===== src/rtl/readout_sched_pkg.sv =====
package readout_sched_pkg;

  // Returns the configured value, or the fallback when the configured value is zero.
  function automatic logic [31:0] or_default(input logic [31:0] cfg, input logic [31:0] fallback);
    return (cfg == 32'd0) ? fallback : cfg;
  endfunction

endpackage


===== src/rtl/readout_sched_phase.sv =====
module readout_sched_phase #(
  parameter int unsigned PW = 24
) (
  input  logic          clk,
  input  logic          rst_n,
  input  logic          rearm_i,
  input  logic          rdy_n_i,
  input  logic [PW-1:0] period_i,
  input  logic [PW-1:0] guard_i,
  output logic          anchored_o,
  output logic          open_o
);
  localparam logic [PW-1:0] ONE = PW'(1);

  logic          rdy_prev_q;
  logic          anch_q;
  logic [PW-1:0] ph_q;
  logic          fall;

  assign fall = rdy_prev_q & ~rdy_n_i;

  always_ff @(posedge clk or negedge rst_n) begin
    if (!rst_n) begin
      rdy_prev_q <= 1'b1;
      anch_q     <= 1'b0;
      ph_q       <= '0;
    end else begin
      rdy_prev_q <= rdy_n_i;
      if (rearm_i) begin
        anch_q <= 1'b0;
      end else if (!anch_q && fall) begin
        anch_q <= 1'b1;
        ph_q   <= (period_i > ONE) ? ONE : '0;
      end else if (anch_q) begin
        ph_q <= (ph_q == period_i - ONE) ? '0 : ph_q + ONE;
      end
    end
  end

  assign anchored_o = anch_q;
  assign open_o     = anch_q && (ph_q > guard_i) && (ph_q < (period_i - guard_i));

  a_r2_anchor_holds: assert property (@(posedge clk) disable iff (!rst_n)
    (anch_q && !rearm_i) |=> anch_q);
  a_r3_phase_in_range: assert property (@(posedge clk) disable iff (!rst_n)
    anch_q |-> (ph_q < period_i));
  a_r3_phase_advances: assert property (@(posedge clk) disable iff (!rst_n)
    (anch_q && !rearm_i && (ph_q != period_i - ONE)) |=> (ph_q == $past(ph_q) + ONE));
endmodule


===== src/rtl/readout_sched_lockwd.sv =====
module readout_sched_lockwd #(
  parameter int unsigned PW = 24,
  parameter int unsigned LW = 8
) (
  input  logic          clk,
  input  logic          rst_n,
  input  logic          rdy_n_i,
  input  logic [PW-1:0] period_i,
  input  logic [LW-1:0] lock_periods_i,
  output logic          lock_o
);
  localparam logic [PW-1:0] ONE  = PW'(1);
  localparam logic [LW-1:0] LONE = LW'(1);

  logic          lvl_q;
  logic [PW-1:0] cyc_q;
  logic [LW-1:0] per_q;
  logic          change;

  assign change = rdy_n_i ^ lvl_q;

  always_ff @(posedge clk or negedge rst_n) begin
    if (!rst_n) begin
      lvl_q <= 1'b1;
      cyc_q <= '0;
      per_q <= '0;
    end else begin
      lvl_q <= rdy_n_i;
      if (change) begin
        cyc_q <= '0;
        per_q <= '0;
      end else if (cyc_q == period_i - ONE) begin
        cyc_q <= '0;
        if (per_q < lock_periods_i) per_q <= per_q + LONE;
      end else begin
        cyc_q <= cyc_q + ONE;
      end
    end
  end

  assign lock_o = (per_q >= lock_periods_i);

  a_r7_change_clears_lock: assert property (@(posedge clk) disable iff (!rst_n)
    (change && (lock_periods_i != '0)) |=> !lock_o);
  a_r7_lock_sticks_while_level: assert property (@(posedge clk) disable iff (!rst_n)
    (lock_o && !change) |=> lock_o);
endmodule


===== src/rtl/readout_sched_issue.sv =====
module readout_sched_issue (
  input  logic clk,
  input  logic rst_n,
  input  logic req_valid_i,
  output logic req_ready_o,
  input  logic open_i,
  input  logic busy_i,
  input  logic rdy_n_i,
  output logic start_o
);
  logic pend_q;

  assign req_ready_o = ~pend_q;
  assign start_o     = pend_q & open_i & ~busy_i & ~rdy_n_i;

  always_ff @(posedge clk or negedge rst_n) begin
    if (!rst_n) begin
      pend_q <= 1'b0;
    end else if (start_o) begin
      pend_q <= 1'b0;
    end else if (req_valid_i && !pend_q) begin
      pend_q <= 1'b1;
    end
  end

  a_r5_single_pulse: assert property (@(posedge clk) disable iff (!rst_n)
    start_o |=> !start_o);
  a_r5_ready_after_start: assert property (@(posedge clk) disable iff (!rst_n)
    start_o |=> req_ready_o);
  a_r5_wait_keeps_pending: assert property (@(posedge clk) disable iff (!rst_n)
    (!req_ready_o && !start_o) |=> !req_ready_o);
endmodule


===== src/rtl/readout_sched.sv =====
module readout_sched #(
  parameter int unsigned CLK_HZ = 100_000_000,
  parameter int unsigned PW     = 24,
  parameter int unsigned LW     = 8
) (
  input  logic          clk,
  input  logic          rst_n,
  input  logic          rearm_i,
  input  logic          rdy_n_i,
  input  logic          busy_i,
  input  logic          req_valid_i,
  output logic          req_ready_o,
  output logic          start_o,
  input  logic [PW-1:0] period_cyc_i,
  input  logic [PW-1:0] guard_cyc_i,
  input  logic [LW-1:0] lock_periods_i,
  output logic          anchored_o,
  output logic          in_guard_o,
  output logic          lock_o
);
  localparam int unsigned DEF_PERIOD    = CLK_HZ / 500;
  localparam int unsigned DEF_GUARD_RAW = CLK_HZ / 1_000_000;
  localparam int unsigned DEF_GUARD     = (DEF_GUARD_RAW == 0) ? 1 : DEF_GUARD_RAW;

  logic [PW-1:0] eff_period;
  logic [PW-1:0] eff_guard;
  logic          open_w;
  logic          anch_w;

  assign eff_period = PW'(readout_sched_pkg::or_default(32'(period_cyc_i), 32'(DEF_PERIOD)));
  assign eff_guard  = PW'(readout_sched_pkg::or_default(32'(guard_cyc_i), 32'(DEF_GUARD)));

  readout_sched_phase #(.PW(PW)) u_phase (
    .clk       (clk),
    .rst_n     (rst_n),
    .rearm_i   (rearm_i),
    .rdy_n_i   (rdy_n_i),
    .period_i  (eff_period),
    .guard_i   (eff_guard),
    .anchored_o(anch_w),
    .open_o    (open_w)
  );

  readout_sched_lockwd #(.PW(PW), .LW(LW)) u_lockwd (
    .clk           (clk),
    .rst_n         (rst_n),
    .rdy_n_i       (rdy_n_i),
    .period_i      (eff_period),
    .lock_periods_i(lock_periods_i),
    .lock_o        (lock_o)
  );

  readout_sched_issue u_issue (
    .clk        (clk),
    .rst_n      (rst_n),
    .req_valid_i(req_valid_i),
    .req_ready_o(req_ready_o),
    .open_i     (open_w),
    .busy_i     (busy_i),
    .rdy_n_i    (rdy_n_i),
    .start_o    (start_o)
  );

  assign anchored_o = anch_w;
  assign in_guard_o = anch_w & ~open_w;

  a_r3_no_start_in_guard: assert property (@(posedge clk) disable iff (!rst_n)
    start_o |-> (anchored_o && !in_guard_o));
  a_r1_start_needs_data: assert property (@(posedge clk) disable iff (!rst_n)
    start_o |-> !rdy_n_i);
  a_r6_no_start_when_busy: assert property (@(posedge clk) disable iff (!rst_n)
    busy_i |-> !start_o);
  a_r9_rearm_blocks: assert property (@(posedge clk) disable iff (!rst_n)
    rearm_i |=> !start_o);
endmodule


===== config.mk =====
export PLATFORM = sky130hd
export DESIGN_NAME = readout_sched
export DESIGN_NICKNAME = d
export VERILOG_FILES = /design/src/rtl/readout_sched_pkg.sv /design/src/rtl/readout_sched_phase.sv /design/src/rtl/readout_sched_lockwd.sv /design/src/rtl/readout_sched_issue.sv /design/src/rtl/readout_sched.sv
export SDC_FILE = /design/constraint.sdc
export NUM_CORES = 1
export LEC_CHECK = 0
export ABC_AREA = 1
export BUFFER_PORTS_ARGS = -buffer_cell sky130_fd_sc_hd__buf_2
export CAP_MARGIN = 40
export CORE_AREA = 2 2 141 102
export CTS_BUF_LIST = sky130_fd_sc_hd__clkbuf_4 sky130_fd_sc_hd__clkbuf_8 sky130_fd_sc_hd__clkbuf_16
export CTS_CLUSTER_SIZE = 14
export DETAILED_ROUTE_END_ITERATION = 12
export DIE_AREA = 0 0 143 104
export PLACE_DENSITY = 0.8
export SLEW_MARGIN = 10
export SYNTH_ARGS = -nofsm -noshare
export SYNTH_HDL_FRONTEND = slang
export SYNTH_HIERARCHICAL = 1
export SYNTH_SLANG_ARGS = --single-unit

===== constraint.sdc =====
create_clock -name clk -period 8.08 [get_ports clk]
set_input_delay 0.808 -clock clk [delete_from_list [all_inputs] [get_ports clk]]
set_output_delay 0.808 -clock clk [all_outputs]
set_load 0.005 [all_outputs]

==> results of run 1 <==
registers in the layout, indices dropped and copies added (netlist names):
| register | count |
|---|---|
| u_phase/ph_q | 24 |
| u_phase/rdy_prev_q | 1 |
| u_lockwd/lvl_q | 1 |
| u_issue/pend_q | 1 |
| u_lockwd/per_q | 8 |
| u_lockwd/cyc_q | 24 |
| u_phase/anchored_o | 1 |
critical path, stage by stage:
cell	delay (ps)
buf_2	120
nor2_1	360
nand2_1	110
nor2_1	90
nand3_1	140
nand2_1	90
inv_1	70
ha_1	350
a21oi_1	160
nand2_1	140
a21boi_0	420
inv_1	160
a21oi_1	330
nor2_1	80
nor2_1	120
xor2_1	200
ha_1	270
a21oi_1	180
nor2_1	60
a211oi_1	200
o221ai_1	130
a21oi_1	130
nand2_1	60
nor2_1	180
nand2_2	90
nor3_2	100
buf_2	130
cell usage in the layout, fill, tap and decap left out, types with 4 or more instances in the layout:
| master | Yosys | layout |
|---|---|---|
| and2_1 | 4 | 4 |
| nor4_1 | 7 | 7 |
| dfrtp_1 | 58 | 58 |
| buf_2 | 1 | 66 |
| nand4_1 | 47 | 47 |
| inv_2 | 5 | 5 |
| clkbuf_16 | 0 | 9 |
| xnor2_1 | 36 | 36 |
| nor2_4 | 9 | 9 |
| o21ai_2 | 20 | 20 |
| clkinv_1 | 4 | 4 |
| o221ai_1 | 4 | 4 |
| nand3_1 | 87 | 87 |
| o21ai_0 | 28 | 28 |
| ha_1 | 84 | 84 |
| inv_1 | 175 | 175 |
| nor2_2 | 41 | 41 |
| nor2_1 | 167 | 167 |
| nand2_2 | 11 | 11 |
| xor2_1 | 69 | 69 |
| a21oi_1 | 54 | 54 |
| nand2_1 | 327 | 327 |
| nor3_1 | 10 | 10 |
| nand3b_1 | 10 | 10 |
area by class of cell:
type	instances	area (um2)	area share, %
clock buffers	12	254	2.72
clock inverters	4	72.6	0.778
inverters	184	691	7.41
multi-input cells	1052	6170	66.1
flip-flops and latches	60	1500	16.1
well taps	190	238	2.55
repair buffers	70	400	4.29
stage by stage:
step / hold slack, ps / total power, mW / util [%] / worst slack (ps) / area, um2
after detailed placement: 529 / 0.713 / 66.2 / 2260 / 8970
after global placement: 515 / 0.702 / 66.0 / 2260 / 8940
after floorplan: 472 / 0.607 / - / 3340 / 8630
after global routing: 341 / 1.23 / 68.8 / 1650 / 9330
final: 343 / 1.17 / 68.8 / 2000 / 9330
after CTS: 535 / 1.16 / 68.6 / 2220 / 9300
kinds of logic (layout without fill, tap and decap cells):
| family | count (synthesis) | after routing | share of synthesized area (%) |
|---|---|---|---|
| xor gates and xnor gates | 105 | 105 | 10.7 |
| buffers and inverters | 238 | 270 | 11.1 |
| DFF | 60 | 60 | 17.4 |
| AOI/OAI and AO/OA | 127 | 127 | 9.18 |
| and+or+nand+nor | 735 | 735 | 39.2 |
| adders and majority gates | 85 | 85 | 12.4 |
metal layers:
| metal | part of all wire, % | wire (um) |
|---|---|---|
| met1 | 46 | 11900 |
| met2 | 39 | 10000 |
| met3 | 13 | 3310 |
| met4 | 1.7 | 448 |
| met5 | 0 | 0 |
power breakdown:
part | internal, mW | switching [mW]
sequential | 0.313 | 0.0285
combinational | 0.136 | 0.248
clock | 0.285 | 0.157
worst paths after layout:
check | cells past startpoint | endpoint | start | slack, ps
setup / recovery | 27 | start_o | guard_cyc_i[23] | 2000
hold / removal | 2 | u_phase/ph_q[1]$_DFFE_PN0P_ | rst_n | 340
setup reg to reg | 12 | u_issue/pend_q$_DFFE_PN0P_ | u_phase/ph_q[0]$_DFFE_PN0P_ | 5370
hold reg to reg | 1 | u_lockwd/cyc_q[0]$_DFF_PN0_ | u_lockwd/cyc_q[0]$_DFF_PN0_ | 530
max in group asynchronous | 3 | u_lockwd/lvl_q$_DFF_PN1_ | rst_n | 7180
min in group clk | 1 | u_lockwd/cyc_q[0]$_DFF_PN0_ | u_lockwd/cyc_q[0]$_DFF_PN0_ | 530
==> run summary, run 1 <==
Fin. max-slew vios: 0
Post-Route WL: 25.6 mm
# Post-CTS Setup Buffers: 0
Post-synthesis net count: 1497
CP startpoint kind: input pin
# IOs: 67
Worst-path fanout max: 5
Post_cts resized: 0
Antenna violations before repair: 0
PortBufs: 66
DR vias/cell: 5.62
Post-route ant nets: 0
Cts hold-fix bufs: 0
Setup CP Type: in -> out
Starting Density: 63.6%
Final TNS setup: 0 ps
Relative slew margins: 39.3%
GRT Residual Overflow: 0
Most common flop cell mapped by yosys: dfrtp_1
Layout cells sized above 1: 13.7%
Drt first pass iters: 6
Largest net degree at the start of global routing: 61
Commonest cells in the netlist: nand2_1 (327), inv_1 (175), nor2_1 (167)
Area grow syn2layout: 8.08%
Worst Hold Class: in -> async
Root buffer cell: clkbuf_16
Core area: 0.0136 mm2
Req. time, crit path: 7270 ps
Clock skew after layout: 7.05 ps
Diodes inserted: 0
Tightest Pin Transition: 903 ps
Detail Placement HPWL: 20.4 mm
Fmax: 0.164 GHz
Total GRT Usage: 34.9%
# fillers: 1227
CTS Sinks: 60
Iter 0 DRT Violations: 858
Die area: 0.0149 mm2
Synth warnings: 6
Yosys reg bits: 60
Met1 usage: 51.5%
Final setup viols: 0
Power per Cell Area: 125 mW/mm2
Fin crit period: 6080 ps
Crit end category: primary output
Clk_lat worst skew: 350 ps
DRC Markers: 0
Rows: 36
Synth area leaders: dfrtp_1 (17%), nand2_1 (14%), ha_1 (12%), inv_1 (7.6%), nor2_1 (7.3%)
Non-Filler Instances: 1572
CTS tree: yes
Post-synth top area cell: dfrtp_1
CTS clk-pin slew, worst paths: 60 ps
DR WL/cell: 16.3 um
Die width: 143 um
Most common cell in the synthesized netlist: nand2_1
Final hold violations: 0
Synth cell types: 50
WP data arrival: 5270 ps
Mean post-synth cell area: 6.39 um2
Die Height: 104 um
Nets: 1524
EDFF count, synth: 0
Grt met3 use: 11.6%
H-tree levels: 3
Maximum vdd ir drop: 0.112 mV
Routed vias: 8838
Max_cap viols: 0
RSZ-0062 raised after global routing: false
Static leakage: 4.78 nW
Vias in the first global route: 7946
Tcrit/Tclk final: 75.2%
GRT Max-Usage Layer: met1
Post-synthesis cell area: 0.00863 mm2
Dpl cells: 1555
Top cell type's share of synthesized area: 16.8%
Share of the yosys chip area belonging to registers: 17.4%
First-pass GRT wire length: 40.6 mm
GPL Wtd Cong: 0.994
Clock Path Buffers: 2
Global Route met2 Usage: 48.4%
Post-synth ARST share: 100%
Num CTS Buffers: 9
Status: finished, final reports clean
Post-Synthesis Cells: 1350
Power figures use the tool's default switching activity.
==> inputs of run 2 (changes only) <==
- CORE_AREA: 2 2 141 102 -> 2 2 143 103
- DIE_AREA: 0 0 143 104 -> 0 0 145 105
- PLACE_DENSITY: 0.8 -> 0.78
- clock period: 8.08 -> 6.1 ns (I/O delays scaled with it)
==> run 2 against run 1 <==
  * Via count down 0.48%
  * First-iteration DRC count up 16%
  * Cell count up 0.19%
  * Utilization down 0.87 points
  * Largest cell class unchanged
  * Sequential share of layout area about the same
  * Setup slack worse by 1500 ps
  * Hold slack better by 84 ps
  * Critical path depth down 1
==> run summary, run 2 (synthesized netlist as in run 1, its figures left out) <==
Post-route ant nets: 0 (unchanged)
Top Family by Delay on Critical Path: simple AND/OR/NAND/NOR gates
Global Route met2 Usage: 46.8% (-1.6 points)
DR vias/cell: 5.58 (-0.66%)
Power per Cell Area: 163 mW/mm2 (+30%)
Routed vias: 8796 (-0.48%)
Vias in the first global route: 7868 (-0.98%)
CTS clk-pin slew, worst paths: 50 ps (about the same)
Die area: 0.0152 mm2 (+2.4%)
Grt met3 use: 8.65% (-3.0 points)
GRT Residual Overflow: 0 (unchanged)
Fin crit period: 5630 ps
Setup CP Type: in -> out
# IOs: 67 (unchanged)
First-pass GRT wire length: 40.5 mm (-0.17%)
DR WL/cell: 15.8 um (-2.8%)
Static leakage: 4.78 nW (+0.13%)
DRC Markers: 0 (unchanged)
Critical path's largest stage delay: 350 ps (-70 ps)
Drt first pass iters: 5 (-1)
WP data arrival: 5020 ps (-250 ps)
Diodes inserted: 0 (unchanged)
Tcrit/Tclk final: 92.3%
Starting Density: 62.8% (-0.83 points)
Layout cells sized above 1: 14.0% (+0.26 points)
CTS tree: yes
Seq. cell area: 0.00150 mm2 (unchanged)
GRT Max-Usage Layer: met1
Commonest non-fill, non-tap cells in the layout: nand2_1 (326), inv_1 (175), nor2_1 (167)
Req. time, crit path: 5490 ps (-1780 ps)
Rows: 36 (unchanged)
Worst Setup SP: period_cyc_i[4]
Most common cell after layout, fill and taps aside: nand2_1
Nets: 1527 (+0.20%)
Final TNS setup: 0 ps (unchanged)
Beginning of the worst hold path: rdy_n_i
Status: finished, final reports clean
CTS Sinks: 60 (unchanged)
Max_cap viols: 0 (unchanged)
RR Startpoint: u_phase/ph_q[0]$_DFFE_PN0P_
CP startpoint kind: input pin
Iter 0 DRT Violations: 997 (+16%)
Final setup viols: 0 (unchanged)
Crit end category: primary output
Antenna violations before repair: 0 (unchanged)
Largest net degree at the start of global routing: 61 (unchanged)
Maximum vdd ir drop: 0.119 mV (+6.2%)
Die width: 145 um (+1.4%)
GPL Wtd Cong: 0.991 (-0.36%)
Critical-path cell with the highest stage delay: nand2_1
Top Registers: u_lockwd/cyc_q x24, u_phase/ph_q x24, u_lockwd/per_q x8
# fillers: 1253 (+2.1%)
Multi-input logic area: 0.00617 mm2 (about the same)
Post-Route WL: 24.9 mm (-2.6%)
Worst path bufs/invs: 2 (-2)
Detail Placement HPWL: 20.2 mm (-0.63%)
RSZ-0062 raised after global routing: false
Relative slew margins: 40.5% (+1.3 points)
Final hold violations: 0 (unchanged)
Num CTS Buffers: 9 (unchanged)
PortBufs: 66 (unchanged)
Fin. max-slew vios: 0 (unchanged)
# Post-CTS Setup Buffers: 0 (unchanged)
Met1 usage: 51.0% (-0.50 points)
Post-Place Worst Slack: 543 ps (-1720 ps)
Most used cell, CP: nor2_1
Fmax: 0.178 GHz
Worst-path fanout max: 11 (+6)
Core area: 0.0137 mm2 (+1.3%)
Die Height: 105 um (+0.96%)
H-tree levels: 3 (unchanged)
Clk_lat worst skew: 340 ps (about the same)
Clock skew after layout: 6.26 ps (-0.791 ps)
Clock Path Buffers: 2 (unchanged)
Root buffer cell: clkbuf_16
Tightest Pin Transition: 885 ps (-18.7 ps)
Total GRT Usage: 33.2% (-1.7 points)
Worst setup margin: 469 ps (-1530 ps)
Worst Hold Class: in -> reg
Design Power: 1.52 mW (+30%)
Area grow syn2layout: 8.13% (about the same)
-- run 2: cell types whose count changed in the layout (fill, tap and decap cells not counted), sizes merged --
cell / before / now
buf: 70 / 73
-- run 2: final cells by class --
class	count	share of cell area, %
inverter	184	7.40
multi-input combinational	1052	66.1
clock buffer	12	2.72
sequential	60	16.1
clock inverter	4	0.778
timing repair buffer	73	4.32
tap	190	2.55
-- run 2: worst reg2reg max path: cells and delay by family, from the launching register on --
kind	cells	cell delay, ps
AO/OA/AOI/OAI	4	900
adder cells (fa/ha/maj)	1	240
buffers and inverters	2	310
flip-flops	1	530
AND/OR/NAND/NOR	5	670
-- run 2: path summary, 6_finish.rpt --
path / slack, ps / cells past startpoint / to
setup / recovery: 470 / 26 / start_o
hold / removal: 430 / 1 / u_phase/rdy_prev_q$_DFF_PN1_
setup reg to reg: 3350 / 12 / u_issue/pend_q$_DFFE_PN0P_
hold reg to reg: 520 / 1 / u_lockwd/cyc_q[0]$_DFF_PN0_
max in group asynchronous: 5130 / 2 / u_lockwd/per_q[2]$_DFFE_PN0P_
min in group asynchronous: 440 / 2 / u_phase/ph_q[2]$_DFFE_PN0P_
-- run 2: where the power goes --
| part | internal (mW) | switching (mW) | leakage, nW | total [mW] |
|---|---|---|---|---|
| clock network | 0.377 | 0.189 | 0.160 | 0.566 |
| registers | 0.415 | 0.0352 | 0.818 | 0.450 |
| logic | 0.181 | 0.321 | 3.81 | 0.502 |
| total | 0.973 | 0.546 | 4.78 | 1.52 |
-- run 2: what timing repair did --
action | CTS | global route
hold buffers | 0 | 0
endpoints found under the setup margin | 0 | 1
gates resized for setup | 0 | 1
-- run 2: per-layer routing --
metal  vias to the layer above  part of all wire (%)
li1                       4376                     -
met1                      3962                    48
met2                       436                    39
met3                        22                    12
met4                         0                  0.89
met5                         -                     0
-- run 2: stage by stage --
step / cell area, um2 / hold slack [ps] / cells / util (%)
2_1_floorplan: 8630 / 314 / 1350 / -
3_3_place_gp: 8970 / 513 / 1558 / 65.3
3_5_place_dp: 9000 / 521 / 1559 / 65.5
4_1_cts: 9330 / 421 / 1575 / 67.9
5_1_grt: 9330 / 429 / 1575 / 67.9
6_report: 9330 / 428 / 1575 / 67.9
